==> src/rtl/mdio_pkg.sv <==
package mdio_pkg;
    localparam int CMD_W    = 32;
    localparam int DATA_W   = 16;
    localparam int HDR_BITS = 14;   // start + opcode + PHY + register
    localparam int TA_BITS  = 2;
    localparam logic [1:0] OP_READ = 2'b10;

    function automatic logic cmd_is_read(input logic [CMD_W-1:0] c);
        return c[29:28] == OP_READ;
    endfunction
endpackage

==> src/rtl/mdio_clkdiv.sv <==
module mdio_clkdiv #(
    parameter int DIV_W = 6
) (
    input  logic             clk,
    input  logic             rst_n,
    input  logic             run,
    input  logic [DIV_W-1:0] half_cyc,
    output logic             tick
);
    typedef struct packed {
        logic [DIV_W-1:0] cnt;
    } div_t;

    div_t             st_d, st_q;
    logic [DIV_W-1:0] lim;

    always_comb begin
        lim  = (half_cyc == '0) ? DIV_W'(1) : half_cyc;
        tick = run && (st_q.cnt == lim - DIV_W'(1));
        st_d = st_q;
        if (!run || tick) st_d.cnt = '0;
        else              st_d.cnt = st_q.cnt + DIV_W'(1);
    end

    always_ff @(posedge clk or negedge rst_n) begin
        if (!rst_n) st_q <= '0;
        else        st_q <= st_d;
    end

    // phase counter never passes the selected phase length
    p_cnt_in_range_r5: assert property (@(posedge clk) disable iff (!rst_n)
        run |-> st_q.cnt < lim);
endmodule

==> src/rtl/mdio_shifter.sv <==
module mdio_shifter
    import mdio_pkg::*;
#(
    parameter int PRE_LEN = 32
) (
    input  logic              clk,
    input  logic              rst_n,
    input  logic              start,
    input  logic [CMD_W-1:0]  cmd,
    input  logic              abort,
    input  logic              tick,
    input  logic              mdio_i,
    output logic              busy,
    output logic              mdc,
    output logic              mdio_o,
    output logic              mdio_oe,
    output logic              fin,
    output logic [DATA_W-1:0] rd_data
);
    localparam int TOTAL = PRE_LEN + CMD_W;
    localparam int IDX_W = $clog2(TOTAL);
    localparam logic [IDX_W-1:0] I_PRE   = IDX_W'(PRE_LEN);
    localparam logic [IDX_W-1:0] I_DREND = IDX_W'(PRE_LEN + HDR_BITS);
    localparam logic [IDX_W-1:0] I_DATA  = IDX_W'(PRE_LEN + HDR_BITS + TA_BITS);
    localparam logic [IDX_W-1:0] I_LAST  = IDX_W'(TOTAL - 1);

    typedef struct packed {
        logic              busy;
        logic              mdc;
        logic              rd;
        logic [IDX_W-1:0]  idx;
        logic [CMD_W-1:0]  sh;
        logic [DATA_W-1:0] rdat;
    } shf_t;

    shf_t st_d, st_q;

    always_comb begin
        st_d = st_q;
        fin  = 1'b0;
        if (abort) begin
            st_d.busy = 1'b0;
            st_d.mdc  = 1'b0;
            st_d.idx  = '0;
        end else if (!st_q.busy) begin
            if (start) begin
                st_d.busy = 1'b1;
                st_d.mdc  = 1'b0;
                st_d.idx  = '0;
                st_d.sh   = cmd;
                st_d.rd   = cmd_is_read(cmd);
                st_d.rdat = '0;
            end
        end else if (tick) begin
            if (!st_q.mdc) begin
                // rising MDC: sample
                st_d.mdc = 1'b1;
                if (st_q.rd && st_q.idx >= I_DATA)
                    st_d.rdat = {st_q.rdat[DATA_W-2:0], mdio_i};
            end else begin
                // falling MDC: advance to next bit
                st_d.mdc = 1'b0;
                if (st_q.idx == I_LAST) begin
                    st_d.busy = 1'b0;
                    st_d.idx  = '0;
                    fin       = 1'b1;
                end else begin
                    st_d.idx = st_q.idx + IDX_W'(1);
                    if (st_q.idx >= I_PRE)
                        st_d.sh = {st_q.sh[CMD_W-2:0], 1'b0};
                end
            end
        end
    end

    always_ff @(posedge clk or negedge rst_n) begin
        if (!rst_n) st_q <= '0;
        else        st_q <= st_d;
    end

    assign busy    = st_q.busy;
    assign mdc     = st_q.mdc;
    assign mdio_o  = st_q.busy && ((st_q.idx < I_PRE) ? 1'b1 : st_q.sh[CMD_W-1]);
    assign mdio_oe = st_q.busy && (!st_q.rd || st_q.idx < I_DREND);
    assign rd_data = st_q.rdat;

    // line is settled whenever MDC rises
    p_stable_at_rise_r6: assert property (@(posedge clk) disable iff (!rst_n)
        $rose(st_q.mdc) |-> $stable(mdio_o) && $stable(mdio_oe));

    // quiet bus while idle
    p_idle_quiet_r5: assert property (@(posedge clk) disable iff (!rst_n)
        !st_q.busy |-> !st_q.mdc && !mdio_oe);

    // completion ends the transaction on the next edge
    p_fin_ends_busy_r7: assert property (@(posedge clk) disable iff (!rst_n)
        fin |=> !st_q.busy && !st_q.mdc);
endmodule

==> src/rtl/mdio_regs.sv <==
module mdio_regs
    import mdio_pkg::*;
#(
    parameter int DIV_W      = 6,
    parameter int RST_CYCLES = 8
) (
    input  logic              clk,
    input  logic              rst_n,
    input  logic              cmd_we,
    input  logic [CMD_W-1:0]  cmd_wdata,
    output logic [CMD_W-1:0]  cmd_q,
    input  logic              spd_we,
    input  logic [DIV_W-1:0]  spd_wdata,
    output logic [DIV_W-1:0]  half_cyc,
    input  logic              evt_we,
    input  logic              evt_wbit,
    output logic              done,
    input  logic              srst_req,
    output logic              srst_busy,
    input  logic              busy,
    input  logic              fin,
    input  logic [DATA_W-1:0] rd_data,
    output logic              start,
    output logic              abort
);
    localparam int RC_W = $clog2(RST_CYCLES + 1);

    typedef struct packed {
        logic [CMD_W-1:0] cmd;
        logic [DIV_W-1:0] spd;
        logic             done;
        logic [RC_W-1:0]  rcnt;
    } reg_t;

    reg_t st_d, st_q;
    logic in_rst;

    always_comb begin
        in_rst = (st_q.rcnt != '0);
        start  = cmd_we && !busy && !in_rst;
        abort  = in_rst;
        st_d   = st_q;

        if (start) st_d.cmd = cmd_wdata;
        if (fin)
            st_d.cmd = cmd_is_read(st_q.cmd) ? {st_q.cmd[CMD_W-1:DATA_W], rd_data}
                                             : st_q.cmd;

        if (spd_we) st_d.spd = spd_wdata;

        // completion set wins over a simultaneous clear
        if (evt_we && evt_wbit) st_d.done = 1'b0;
        if (fin)                st_d.done = 1'b1;
        if (in_rst)             st_d.done = 1'b0;

        if (in_rst)        st_d.rcnt = st_q.rcnt - RC_W'(1);
        else if (srst_req) st_d.rcnt = RC_W'(RST_CYCLES);
    end

    always_ff @(posedge clk or negedge rst_n) begin
        if (!rst_n) st_q <= '0;
        else        st_q <= st_d;
    end

    assign cmd_q     = st_q.cmd;
    assign half_cyc  = st_q.spd;
    assign done      = st_q.done;
    assign srst_busy = in_rst;

    // flag stays until explicitly cleared
    p_done_sticky_r8: assert property (@(posedge clk) disable iff (!rst_n)
        st_q.done && !(evt_we && evt_wbit) && !in_rst |=> st_q.done);

    // command register frozen during a transaction
    p_cmd_hold_busy_r9: assert property (@(posedge clk) disable iff (!rst_n)
        busy && !fin |=> $stable(st_q.cmd));

    // soft reset leaves the shifter idle
    p_srst_idles_r10: assert property (@(posedge clk) disable iff (!rst_n)
        in_rst |=> !busy);

    // completion raises the flag
    p_done_after_fin_r7: assert property (@(posedge clk) disable iff (!rst_n)
        fin && !in_rst |=> st_q.done);
endmodule

==> src/rtl/mdio_master.sv <==
module mdio_master
    import mdio_pkg::*;
#(
    parameter int DIV_W      = 6,
    parameter int PRE_LEN    = 32,
    parameter int RST_CYCLES = 8
) (
    input  logic             clk,
    input  logic             rst_n,
    input  logic             cmd_we,
    input  logic [31:0]      cmd_wdata,
    output logic [31:0]      cmd_rdata,
    input  logic             spd_we,
    input  logic [DIV_W-1:0] spd_wdata,
    input  logic             evt_we,
    input  logic             evt_wbit,
    output logic             done,
    output logic             busy,
    input  logic             srst_req,
    output logic             srst_busy,
    output logic             mdc,
    output logic             mdio_o,
    output logic             mdio_oe,
    input  logic             mdio_i
);
    logic [DIV_W-1:0]  half_cyc;
    logic              start, abort, fin, tick;
    logic [DATA_W-1:0] rd_data;

    mdio_regs #(.DIV_W(DIV_W), .RST_CYCLES(RST_CYCLES)) u_regs (
        .clk       (clk),
        .rst_n     (rst_n),
        .cmd_we    (cmd_we),
        .cmd_wdata (cmd_wdata),
        .cmd_q     (cmd_rdata),
        .spd_we    (spd_we),
        .spd_wdata (spd_wdata),
        .half_cyc  (half_cyc),
        .evt_we    (evt_we),
        .evt_wbit  (evt_wbit),
        .done      (done),
        .srst_req  (srst_req),
        .srst_busy (srst_busy),
        .busy      (busy),
        .fin       (fin),
        .rd_data   (rd_data),
        .start     (start),
        .abort     (abort)
    );

    mdio_clkdiv #(.DIV_W(DIV_W)) u_div (
        .clk      (clk),
        .rst_n    (rst_n),
        .run      (busy),
        .half_cyc (half_cyc),
        .tick     (tick)
    );

    mdio_shifter #(.PRE_LEN(PRE_LEN)) u_shf (
        .clk     (clk),
        .rst_n   (rst_n),
        .start   (start),
        .cmd     (cmd_wdata),
        .abort   (abort),
        .tick    (tick),
        .mdio_i  (mdio_i),
        .busy    (busy),
        .mdc     (mdc),
        .mdio_o  (mdio_o),
        .mdio_oe (mdio_oe),
        .fin     (fin),
        .rd_data (rd_data)
    );
endmodule

==> config.mk <==
export PLATFORM = sky130hd
export DESIGN_NAME = mdio_master
export DESIGN_NICKNAME = d
export VERILOG_FILES = /design/src/rtl/mdio_pkg.sv /design/src/rtl/mdio_clkdiv.sv /design/src/rtl/mdio_shifter.sv /design/src/rtl/mdio_regs.sv /design/src/rtl/mdio_master.sv
export SDC_FILE = /design/constraint.sdc
export NUM_CORES = 1
export LEC_CHECK = 0
export CAP_MARGIN = 20
export CORE_ASPECT_RATIO = 2
export CORE_MARGIN = 2
export CORE_UTILIZATION = 38
export DETAILED_ROUTE_END_ITERATION = 10
export MAX_ROUTING_LAYER = met4
export PLACE_DENSITY_LB_ADDON = 0.08
export SYNTH_ARGS = -nofsm -noshare
export SYNTH_HDL_FRONTEND = slang
export SYNTH_SLANG_ARGS = --single-unit
==> constraint.sdc <==
create_clock -name clk -period 6.4 [get_ports clk]
set_input_delay 1.28 -clock clk [delete_from_list [all_inputs] [get_ports clk]]
set_output_delay 1.28 -clock clk [all_outputs]
set_load 0.01 [all_outputs]
---- After elaboration in Yosys (flattened, before gate mapping) ----
Cells that the tools add are included.
word-level totals
  flip-flop bits (word level) ............. 106
  output and inout bits ................... 38
cells by class
  add/subtract/negate cells ............... 4
  magnitude comparators ................... 4
  eq/ne operators ......................... 13
  muxes and demuxes ....................... 32
  bitwise gates (word level) .............. 3
  reductions and logical operators ........ 26
operators with widths
  cell                   number
  $mux W32               4
  $mux W54               2
  $mux W57               1
  $mux W16               3
  $mux W38               1
  $mux W6                4
  $add A6 B1 Y6 const B  2
  $ge A6 B6 Y1 const B   2
  $lt A6 B6 Y1 const B   2
  $mux W1                12
  $ne A2 B2 Y1 const B   6
  $mux W4                2
  $logic_and A1 B1 Y1    7
  $eq A6 B6 Y1           1
  $eq A6 B6 Y1 const B   1
  $logic_not A6 Y1       1
  $mux W2                3
  $ne A3 B3 Y1 const B   2
  $reduce_and A2 Y1      3
  $reduce_and A3 Y1      2
  $reduce_and A6 Y1      1
  $reduce_bool A2 Y1     3
  $reduce_bool A3 Y1     2
  $sub A6 B1 Y6 const B  1
  other kinds (8)        14

---- Depth between registers and ports, before layout ----
  word-level depth ........................ 10
  gate-level depth with buffers ........... 9

---- Hierarchy ----
From an unflattened synthesis, not the netlist that was laid out.
unflattened totals
  cell total of the unflattened synthesis .. 563
  area, all modules ....................... 5688.0 um^2
by module, submodules not included
  module        times used  cells each  area each (um^2)  seq. area each (um^2)
  mdio_shifter  1           310         2927.8            1426.4
  mdio_regs     1           205         2308.5            1076.0
  mdio_clkdiv   1           48          451.7             150.1

---- Worst setup path after synthesis ----
OpenSTA, ideal clock, no wires.
  path type ............................... register to output
  from .................................... register u_shf.st_q (netlist bit u_shf.busy)
  to ...................................... output mdio_o
  data arrival time ....................... 1556 ps
  required time ........................... 5120 ps
  path slack .............................. 3564 ps
  stages on the path, launching flop included .. 5
  buffers on the path ..................... 3
  path through ............................ dfrtp_1 -> clkbuf_1 -> clkbuf_1 -> buf_1 -> a21boi_0
on the way
  word-level cells in the longest chain between the ends .. 1
RTL lines
  what                      RTL line            text
  start: declaration        mdio_shifter.sv:36  shf_t st_d, st_q;
  start signal: assignment  mdio_shifter.sv:78  else st_q <= st_d;
  $logic_and A1 B1 Y1       mdio_shifter.sv:83  assign mdio_o = st_q.busy && ((st_q.idx < I_PRE) ? 1'b1 : st_q.sh[CMD_W-1]);
  end: declaration          mdio_master.sv:22   output logic mdio_o,
No other way between the ends.

---- Worst setup path in the final report ----
  from .................................... input cmd_we
  to ...................................... register u_shf.st_q[36] (netlist bit)
on the way
  word-level cells in the longest chain between the ends .. 4
RTL lines
  what                               RTL line           text
  start: declaration                 mdio_master.sv:10  input logic cmd_we,
  $logic_and A1 B1 Y1 (2 in series)  mdio_regs.sv:40    start = cmd_we && !busy && !in_rst;
  $reduce_bool A2 Y1 (no line)       -
  $reduce_and A6 Y1 (no line)        -
No other way between the ends.
A chain may end at the register's enable or synchronous reset.

==> results.sh <==
export IMPL_synth_area_top_cells="dfrtp_1 (48%), nand2_1 (9.3%), nor3b_1 (4.5%), buf_4 (4.4%), nor2_1 (3.4%)"
export IMPL_cts_clk_slew_worst_paths_ps=70
export IMPL_synth_seq_area_share_pct=48.49
export IMPL_die_area_sq_um=15430
export IMPL_row_count=62
export IMPL_p_comb_share_pct=37.0
export IMPL_intPower_mw=1.785
export IMPL_die_h_microns=173.7
export IMPL_peakVddDrop_mv=0.1853
export IMPL_place_inst=808
export IMPL_p_leak_nw=2.595
export IMPL_wl_per_cell_microns=15.56
export IMPL_syn_inst=596
export IMPL_vias=4304
export IMPL_post_synth_num_cell_types=55
export IMPL_rsz0062_at_grt="false"
export IMPL_antenna_found_initial=0
export IMPL_tritoncts="yes"
export IMPL_worstHoldPathType="flip-flop to flip-flop"
export IMPL_async_reset_ff_share_pct=100.0
export IMPL_power_frac_clock_pct=22.2
export IMPL_skew_ps=7.122
export IMPL_r2r_start="u_regs.st_q[1]"
export IMPL_cp_data_required_time_ps=6690
export IMPL_yosys_warnings=0
export IMPL_cts_hold_buf=0
export IMPL_fin_crit_ps=3472
export IMPL_clock_path_buffers=2
export IMPL_maxClockFrequency_ghz=0.2880
export IMPL_use_met1_pct=26.14
export IMPL_worst_pin_slew_ps=1057
export IMPL_first_global_vias=4165
export IMPL_grt_pass1_wl_mm=21.31
export IMPL_htree_levels=3
export IMPL_p_per_area_nw_per_um2=421.7
export IMPL_grt_overflow=0
export IMPL_clk_latency_ps=350
export IMPL_status="complete, no violations"
export IMPL_via_per_inst=5.217
export IMPL_synth_area_leader_cell="dfrtp_1"
export IMPL_drive_gt1_share_pct=9.321
export IMPL_grt_busiest_layer="met1"
export IMPL_final_cells=825
export IMPL_drtIter0Drc=189
export IMPL_coreArea_sq_um=14200
export IMPL_setup_violations=0
export IMPL_avgSynthCellArea_sq_um=9.178
export IMPL_critPathCapture="u_shf.st_q[36]"
export IMPL_nets=676
export IMPL_synth_common_cells="nand2_1 (135), dfrtp_1 (106), nor2_1 (49)"
export IMPL_fin_crit_sh_pct=54.24
export IMPL_maxCapViolations=0
export IMPL_synth_edf_count=0
export IMPL_worstSetupStartpoint="cmd_we"
export IMPL_grt_use_total_pct=17.95
export IMPL_worstRegToRegCells=8
export IMPL_power_switching_uw=986.2
export IMPL_synth_main_ff_cell="dfrtp_1"
export IMPL_start_util_pct=38.53
export IMPL_drt_total_wl_mm=12.84
export IMPL_cts_sinks=106
export IMPL_cts_buffers=9
export IMPL_place_hpwl_mm=8.188
export IMPL_ant_nets=0
export IMPL_synth_most_common_cell="nand2_1"
export IMPL_hold_violations=0
export IMPL_power_frac_seq_pct=40.8
export IMPL_r2r_end="u_shf.st_q[36]"
export IMPL_gr_usage_met3_pct=2.381
export IMPL_cts_resized=0
export IMPL_antennaDiodeCount=0
export IMPL_crit_arrival_ps=3760
export IMPL_synthToLayoutAreaGrowth_pct=20.13
export IMPL_critical_path_max_fanout=48
export IMPL_post_synth_top_area_fraction_pct=48.49
export IMPL_root_buffer="clkbuf_16"
export IMPL_grt_max_degree=76
export IMPL_setup_tns_ps=0
export IMPL_syn_num_nets=644
export IMPL_maxSlewViolCount=0
export IMPL_drcViolationCount=0
export IMPL_start_kind="input port"
export IMPL_io_buffer_count=83
export IMPL_cp_end_kind="flip-flop"
export IMPL_synth_cell_area_sq_um=5470
export IMPL_ys_ff_latch=106
export IMPL_cts_setup_buffers=0
export IMPL_met2_usage_pct=25.90
export IMPL_die_w_microns=88.84
export IMPL_pin_count=84
export IMPL_rrSetupSlack_ps=3180
export IMPL_dr_pass1_iters=4
export IMPL_crit_type="input port to flip-flop"
export IMPL_power_share_switching_pct=35.59
export IMPL_routabilityCongestion=0.7688
export IMPL_relSlewSlack_pct=29.34
[placed cells by master (no fill, tap or decap), types with 4 or more instances in the layout]
cell type / count
a311oi_1: 15
nor3_2: 14
xor2_1: 5
nor2_1: 48
nand2_1: 134
o21ai_0: 24
buf_4: 9
clkbuf_16: 9
nand2b_1: 4
nand4_1: 16
clkdlybuf4s50_1: 82
nor3_1: 19
mux2_2: 7
o211ai_1: 17
inv_1: 5
nand3_1: 9
o21a_1: 17
nor3b_1: 33
dfrtp_1: 105
[critical path: stages]
cell	delay, ps
clkdlybuf4s50_1	420
nor2b_1	190
nor2_1	440
o2111ai_1	240
nor4_4	170
buf_4	450
or2_2	410
o21a_1	160
[state kept, by name (all words and copies together), names as in the netlist]
name             count
u_shf.st_q          39
u_regs.cmd_q        32
u_shf.rd_data       16
u_div.st_q           6
u_regs.half_cyc      6
u_regs.st_q          4
u_regs.done          1
u_shf.busy           1
u_shf.mdc            1
[how the worst min path moves through the flow]
stage | from | to | cells past startpoint
floorplan | u_shf.st_q[54] | u_shf.st_q[54] | 2
global placement | u_shf.st_q[54] | u_shf.st_q[54] | 2
detailed placement | u_regs.cmd_q[22] | u_regs.cmd_q[22] | 2
CTS | u_shf.st_q[54] | u_shf.st_q[54] | 2
global route | u_regs.cmd_q[22] | u_regs.cmd_q[22] | 2
finish | u_shf.st_q[54] | u_shf.st_q[54] | 2
[area by class of cell]
class                      instances  area [sq um]
fill                            1398          7625
inverter                           6         22.52
tap                              192         240.2
timing repair buffer              92         915.9
clock buffer                      11         242.7
multi-input combinational        413          2410
sequential                       106          2654
clock inverter                     5         86.33
[power by group through the flow]
stage	Clock, mW	Sequential [mW]	Combinational, mW
2_1_floorplan	0	1.09	0.776
3_3_place_gp	0	1.14	1.02
3_5_place_dp	0	1.14	1.04
4_1_cts	0.632	1.13	1.04
5_1_grt	0.657	1.16	1.15
6_report	0.616	1.13	1.03
[kinds of logic (layout without fill, tap and decap cells)]
family                     after synthesis  in the layout  synth area share [%]
and+or+nand+nor                        300            300                 27.77
DFF                                    106            106                 48.49
AOI/OAI and AO/OA                       96             96                 12.53
buffers and inverters                   77            114                 8.028
xor gates and xnor gates                 8              8                 1.281
muxes                                    7              7                 1.441
adders and majority gates                2              2                0.4574
[per-stage QoR]
step	area (sq um)	util (%)	power [mW]	setup WS (ps)	hold slack, ps
after floorplan	5470	-	1.863	3564	439.1
final	6571	46.29	2.771	2928	479.1
after CTS	6544	46.10	2.803	2918	483.2
after global routing	6571	46.29	2.975	2713	508.1
after detailed placement	6215	43.78	2.175	2601	463.0
after global placement	6207	43.72	2.156	2635	461.0
[metal layers]
layer / routed length [microns] / vias to the layer above
li1: - / 2116
met1: 6139 / 2088
met2: 6109 / 87
met3: 399 / 13
met4: 192 / 0
met5: 0 / -
Note: power is estimated with default switching activity, not from simulation.
